File: src/rtl/flag_alu.sv
module flag_alu #(
  parameter int CYC_W       = 5,
  parameter int SP_CYCLES   = 16,
  parameter int BASE_CYCLES = 4
) (
  input  logic             clk,
  input  logic             rst,
  input  logic             in_valid,
  input  logic [2:0]       op,
  input  logic [15:0]      opa,
  input  logic [15:0]      opb,
  input  logic [7:0]       flags_in,
  output logic             out_valid,
  output logic [15:0]      result,
  output logic [7:0]       flags_out,
  output logic [CYC_W-1:0] cycles
);

  localparam logic [2:0] OP_ADD8  = 3'd0;
  localparam logic [2:0] OP_SUB8  = 3'd1;
  localparam logic [2:0] OP_CMP8  = 3'd2;
  localparam logic [2:0] OP_ADD16 = 3'd3;
  localparam logic [2:0] OP_ADDSP = 3'd4;
  localparam logic [2:0] OP_INC16 = 3'd5;
  localparam logic [2:0] OP_DEC16 = 3'd6;

  localparam logic [CYC_W-1:0] CYC_SP   = CYC_W'(SP_CYCLES);
  localparam logic [CYC_W-1:0] CYC_BASE = CYC_W'(BASE_CYCLES);

  logic [8:0]  sum8, dif8;
  logic [4:0]  nib_sum;
  logic [16:0] sum16;
  logic [12:0] sum12;
  logic [15:0] sp_sum;

  assign sum8    = {1'b0, opa[7:0]} + {1'b0, opb[7:0]};
  assign dif8    = {1'b0, opa[7:0]} - {1'b0, opb[7:0]};
  assign nib_sum = {1'b0, opa[3:0]} + {1'b0, opb[3:0]};
  assign sum16   = {1'b0, opa} + {1'b0, opb};
  assign sum12   = {1'b0, opa[11:0]} + {1'b0, opb[11:0]};
  assign sp_sum  = opa + {{8{opb[7]}}, opb[7:0]};

  logic [15:0] nxt_res;
  logic        fz, fn, fh, fc;

  always_comb begin
    nxt_res = opa;
    fz = flags_in[7];
    fn = flags_in[6];
    fh = flags_in[5];
    fc = flags_in[4];
    unique case (op)
      OP_ADD8: begin
        nxt_res = {8'h00, sum8[7:0]};
        fz = (sum8[7:0] == 8'h00);
        fn = 1'b0;
        fh = nib_sum[4];
        fc = sum8[8];
      end
      OP_SUB8, OP_CMP8: begin
        nxt_res = (op == OP_SUB8) ? {8'h00, dif8[7:0]} : opa;
        fz = (dif8[7:0] == 8'h00);
        fn = 1'b1;
        fh = (opa[3:0] < opb[3:0]);
        fc = dif8[8];
      end
      OP_ADD16: begin
        nxt_res = sum16[15:0];
        fn = 1'b0;
        fh = sum12[12];
        fc = sum16[16];
      end
      OP_ADDSP: begin
        nxt_res = sp_sum;
        fz = 1'b0;
        fn = 1'b0;
        fh = nib_sum[4];
        fc = sum8[8];
      end
      OP_INC16: nxt_res = opa + 16'd1;
      OP_DEC16: nxt_res = opa - 16'd1;
      default:  nxt_res = opa;
    endcase
  end

  always_ff @(posedge clk) begin
    if (rst) begin
      out_valid <= 1'b0;
      result    <= '0;
      flags_out <= '0;
      cycles    <= '0;
    end else begin
      out_valid <= in_valid;
      if (in_valid) begin
        result    <= nxt_res;
        flags_out <= {fz, fn, fh, fc, 4'h0};
        cycles    <= (op == OP_ADDSP) ? CYC_SP : CYC_BASE;
      end
    end
  end

endmodule

File: config.mk
export PLATFORM = sky130hd
export DESIGN_NAME = flag_alu
export DESIGN_NICKNAME = d
export VERILOG_FILES = /design/src/rtl/flag_alu.sv
export SDC_FILE = /design/constraint.sdc
export NUM_CORES = 1
export LEC_CHECK = 0
export BUFFER_PORTS_ARGS = -buffer_cell sky130_fd_sc_hd__buf_4
export CAP_MARGIN = 20
export CORE_UTILIZATION = 62
export CTS_BUF_LIST = sky130_fd_sc_hd__clkbuf_4
export CTS_CLUSTER_SIZE = 25
export DETAILED_ROUTE_END_ITERATION = 6
export HOLD_SLACK_MARGIN = 0.08
export PLACE_DENSITY = 0.89
export SLEW_MARGIN = 20
export SYNTH_ARGS = -nofsm -noshare
export SYNTH_HDL_FRONTEND = slang
export SYNTH_SLANG_ARGS = --single-unit
File: constraint.sdc
create_clock -name clk -period 4.6 [get_ports clk]
set_clock_uncertainty 0.2 [all_clocks]
set_input_delay 0 -clock clk [delete_from_list [all_inputs] [get_ports clk]]
set_output_delay 0 -clock clk [all_outputs]
set_load 0.005 [all_outputs]
; ---- Word-level counts from Yosys, hierarchy flattened
; Index checks and enable logic that the tools add are counted.
[totals]
reg_bits = 26
input_bits = 46
word_cells = 32
[classes]
add_sub_neg = 8
order_cmp = 1
n_eq_ne = 6
mux = 7
n_reduce_logical = 6
[op_table]
columns = op, count
row1 = 16-bit one-hot mux with 6 select lines, 1
row2 = 16-bit by 16-bit adder with 17-bit output, 1
row3 = 16-bit by 1-bit adder with 16-bit output (second input constant), 1
row4 = 16-bit adder, 1
row5 = 8-bit logical NOT, 2
row6 = 16-bit 2-to-1 mux, 1
row7 = 16-bit by 1-bit subtractor with 16-bit output (second input constant), 1
row8 = 12-bit by 12-bit adder with 13-bit output, 1
row9 = 8-bit by 8-bit adder with 9-bit output, 1
row10 = 3-bit == test (second input constant), 3
row11 = 1-bit one-hot mux with 3 select lines, 3
row12 = 8-bit by 8-bit subtractor with 9-bit output, 1
row13 = 3-bit by 2-bit == test with 1-bit output (second input constant), 2
row14 = 4-bit by 4-bit adder with 5-bit output, 1
row15 = 5-bit 2-to-1 mux, 1
row16 = 4-bit < comparator, 1
row17 = 2-bit OR reduction, 2
row18 = 3-bit by 1-bit == test with 1-bit output (second input constant), 1
row19 = 3-bit logical NOT, 1
row20 = 3-bit OR reduction, 1
row21 = 1-bit one-hot mux with 2 select lines, 1

; ---- Logic depth before layout (Yosys ltp)
[depth]
depth_word = 3
mapped_depth = 14
ltp_nobuf = 14

; ---- Least setup slack after synthesis
; No wires, ideal clock.
[synth_path]
kind = input -> register
start = input port op[2]
end = register result[12]
t_arrival_ns = 2.747
setup_slack_ns = 1.521
cell_stages = 13
n_path_buf = 2
cell_sequence = clkbuf_1 nand2_1 nor2_1 clkbuf_1 o21ai_0 fa_1 a21o_1 a221oi_2 o21ai_1 a221oi_2 xnor2_1 a221oi_1 nor3_1
[synth_between]
elab_chain_len = 3
word_cells_on_any_way = 10
[synth_lines]
columns = element, line_no
row1 = "start, declared", 9  ; input logic [2:0] op,
row2 = 3-bit by 1-bit == test with 1-bit output or 3-bit by 2-bit == test with 1-bit output (tied branches), "52, 61"
row3 = 16-bit 2-to-1 mux or 2-bit OR reduction (tied branches), "61, 52"
row4 = 16-bit one-hot mux with 6 select lines *, 52  ; unique case (op)
row5 = "end signal, assigned", 95  ; result <= nxt_res;
row6 = "end, declared", 14  ; output logic [15:0] result,
; Every way passes the cells marked *; elsewhere a longest branch is shown, timed or not.
; A chain may end at the register's enable or synchronous reset.

; ---- Worst setup path in the final report
[layout_path]
start = input port op[1]
end = register result[14]
; The elaborated chain is that of the path after synthesis.

==> results.sh <==
export IMPL_die_y_um=76.71
export IMPL_p_leak_nw=1.914
export IMPL_cap_violations=0
export IMPL_worst_pin_slew_ns=0.9590
export IMPL_power_density_nw_per_um2=205.2
export IMPL_seq_area_frac_synth=0.1330
export IMPL_ys_top_cells_by_area="ha_1 15%, dfxtp_1 13%, xnor2_1 6.3%"
export IMPL_setup_worst_path_start_class="primary input"
export IMPL_clockBufferDepth=2
export IMPL_cts_sinks=23
export IMPL_critPathKind="primary input to flip-flop"
export IMPL_vias=3938
export IMPL_grt_ovfl_total=0
export IMPL_crit_path_end_kind="flip-flop"
export IMPL_hold_viol=0
export IMPL_final_setup_worst_slack_ns=0.4878
export IMPL_grt_setup_unrepaired="no"
export IMPL_seqCellArea_um2=460.4
export IMPL_ys_warn_count=0
export IMPL_crit_chain="dlygate4sd3_1 -> buf_4 -> nand2_1 -> nand2_1 -> nor2_1 -> buf_4 -> o21ai_0 -> fa_1 -> a21o_1 -> a221oi_2 -> o21ai_1 -> a31oi_2 -> o2111ai_1 -> a311oi_2 -> dlygate4sd3_1"
export IMPL_place_congestion=0.9874
export IMPL_crit_buf_inv=4
export IMPL_synthCells=477
export IMPL_syn_area_um2=3461
export IMPL_cts_resized=0
export IMPL_ys_ff_latch=23
export IMPL_path_clk_slew_ns=0.13
export IMPL_p_seq_frac=0.261
export IMPL_die_area_um2=5884
export IMPL_grt_max_degree=48
export IMPL_async_flop_share=0
export IMPL_multiInputGateArea_um2=2793
export IMPL_p_clk_frac=0.119
export IMPL_required_ns=4.68
export IMPL_antenna_found_initial=0
export IMPL_final_max_slew_violation_count=0
export IMPL_track_usage=0.3598
export IMPL_combinationalPowerShare=0.621
export IMPL_hpwl_mm=7.735
export IMPL_hp_class="primary input to flip-flop"
export IMPL_use_met1=0.4798
export IMPL_pre_cts_ws_ns=1.111
export IMPL_start_util=0.6608
export IMPL_max_stage_delay_ns=0.58
export IMPL_fmax_mhz=243.2
export IMPL_min_period_ns=4.112
export IMPL_fin_crit_sh=0.8940
export IMPL_switching_share=0.4311
export IMPL_synth_top_cell_area_share=0.1482
export IMPL_wl_per_cell_um=17.29
export IMPL_gr_max_usage_layer="met2"
export IMPL_p_int_mw=0.4977
export IMPL_synth_common_cells="52 x nand2_1, 45 x nor2_1, 41 x ha_1"
export IMPL_nets=645
export IMPL_use_met3=0.03810
export IMPL_firstDrtPassIters=5
export IMPL_syn_to_final_growth_pct=23.17
export IMPL_cp_max_fo=13
export IMPL_relSlewSlack=0.3583
export IMPL_switching_power_mw=0.3772
export IMPL_numCtsBuffers=3
export IMPL_clkLatencyLatePin_ns=0.32
export IMPL_cpLargestDelayFamily="compound AO/OA/AOI/OAI gates"
export IMPL_fp_dieW_um=76.71
export IMPL_vias_per_cell=6.311
export IMPL_ant_nets=0
export IMPL_syn_area_per_cell_um2=7.255
export IMPL_synth_cell_types=62
export IMPL_coreArea_um2=5238
export IMPL_routed_wl_mm=10.79
export IMPL_core_rowCount=26
export IMPL_worst_ep_arrival_time_ns=4.19
export IMPL_ios=76
export IMPL_nFillCells=377
export IMPL_cts_tree="built"
export IMPL_drt_iter0_markers=476
export IMPL_outcome="finished, final reports clean"
export IMPL_cpMaxStageDelayCell="dlygate4sd3_1"
export IMPL_peakVddDrop_mv=0.1185
export IMPL_use_met2=0.6027
export IMPL_num_antenna_cells=0
export IMPL_fin_setup_tns_ns=0
export IMPL_synth_largest_area_cell="ha_1"
export IMPL_drive_gt1_frac=0.1516
export IMPL_root_buffer="clkbuf_4"
export IMPL_io_buffer_count=64
export IMPL_setup_violations=0
export IMPL_yosysMostFrequentCell="nand2_1"
export IMPL_grt_pass1_wl_mm=17.04
export IMPL_grt_pass1_vias=3585
export IMPL_synth_ff_type="dfxtp_1"
export IMPL_drc_errors=0
export IMPL_h_tree_depth=1
export IMPL_synth_edf_count=0
-- power by group through the flow --
stage | Clock (mW) | Combinational (mW) | Sequential [mW]
detailed placement | 0 | 0.498 | 0.231
finish | 0.104 | 0.543 | 0.228
CTS | 0.103 | 0.523 | 0.227
global route | 0.114 | 0.588 | 0.230
floorplan | 0 | 0.352 | 0.232
global placement | 0 | 0.488 | 0.231
-- layer usage --
metal,vias to the layer above,wire length (µm),share of wire
met5,-,0,0
met3,25,895,0.083
met2,224,4945,0.46
met4,0,208,0.019
met1,1825,4737,0.44
li1,1864,-,-
-- registers in the layout, summed over array words and instances (netlist names) --
register / cells
cycles: 2
out_valid: 1
result: 16
flags_out: 4
-- cell families after synthesis --
group,count (synthesis),synth area share
simple gates,163,0.2220
flops,23,0.1330
xor+xnor,36,0.09111
buf+inv,53,0.06724
fa+ha+maj,44,0.1656
mux,4,0.01193
compound gates,153,0.3080
other cells,1,0.001084
-- worst paths after layout --
path	startpoint	endpoint	slack (ns)	depth (start not counted)
setup / recovery	op[1]	result[14]$_SDFFE_PP0P_	0.49	15
hold / removal	opb[15]	result[15]$_SDFFE_PP0P_	0.16	6
setup reg to reg	flags_out[4]$_SDFFE_PP0P_	flags_out[4]$_SDFFE_PP0P_	2.51	4
hold reg to reg	result[11]$_SDFFE_PP0P_	result[11]$_SDFFE_PP0P_	0.29	2
-- layout by cell type, fill, tap and decap left out, types with 8 or more instances in the layout --
master | Yosys | final
buf_4 | 8 | 66
nand2_1 | 52 | 52
nor2_1 | 45 | 44
ha_1 | 41 | 41
o21ai_0 | 36 | 36
a21oi_1 | 36 | 36
dlygate4sd3_1 | 0 | 31
xnor2_1 | 25 | 25
inv_1 | 23 | 23
dfxtp_1 | 23 | 23
nor3_1 | 16 | 16
xor2_1 | 11 | 11
a21o_1 | 11 | 11
nand2b_1 | 11 | 11
a221oi_1 | 8 | 8
-- layout make-up --
| type | count | share of cell area |
|---|---|---|
| sequential | 23 | 0.1080 |
| timing repair buffer | 97 | 0.1890 |
| inverter | 23 | 0.02025 |
| clock buffer | 4 | 0.007044 |
| tap | 70 | 0.02055 |
| multi-input combinational | 407 | 0.6551 |
-- worst min-delay path, stage by stage --
cell,delay [ns]
buf_4,0.08
ha_1,0.18
mux2i_1,0.10
nand2_1,0.07
nand4_1,0.09
o2bb2ai_1,0.13
-- what timing repair did --
item	4_1_cts	5_1_grt
endpoints found under the hold margin	23	0
hold buffers	31	0
buffers inserted	0	0
-- stage by stage --
stage	utilization	cells	instance area [µm²]	hold WS [ns]	total power, mW
after floorplan	-	483	3483	0.03485	0.5836
after CTS	0.8134	624	4260	0.1532	0.8527
after detailed placement	0.7484	589	3920	0.1493	0.7296
final	0.8139	624	4263	0.1556	0.8749
after global placement	0.7484	589	3920	0.1428	0.7190
after global routing	0.8139	624	4263	0.1646	0.9311
(Power assumes the default switching activity.)
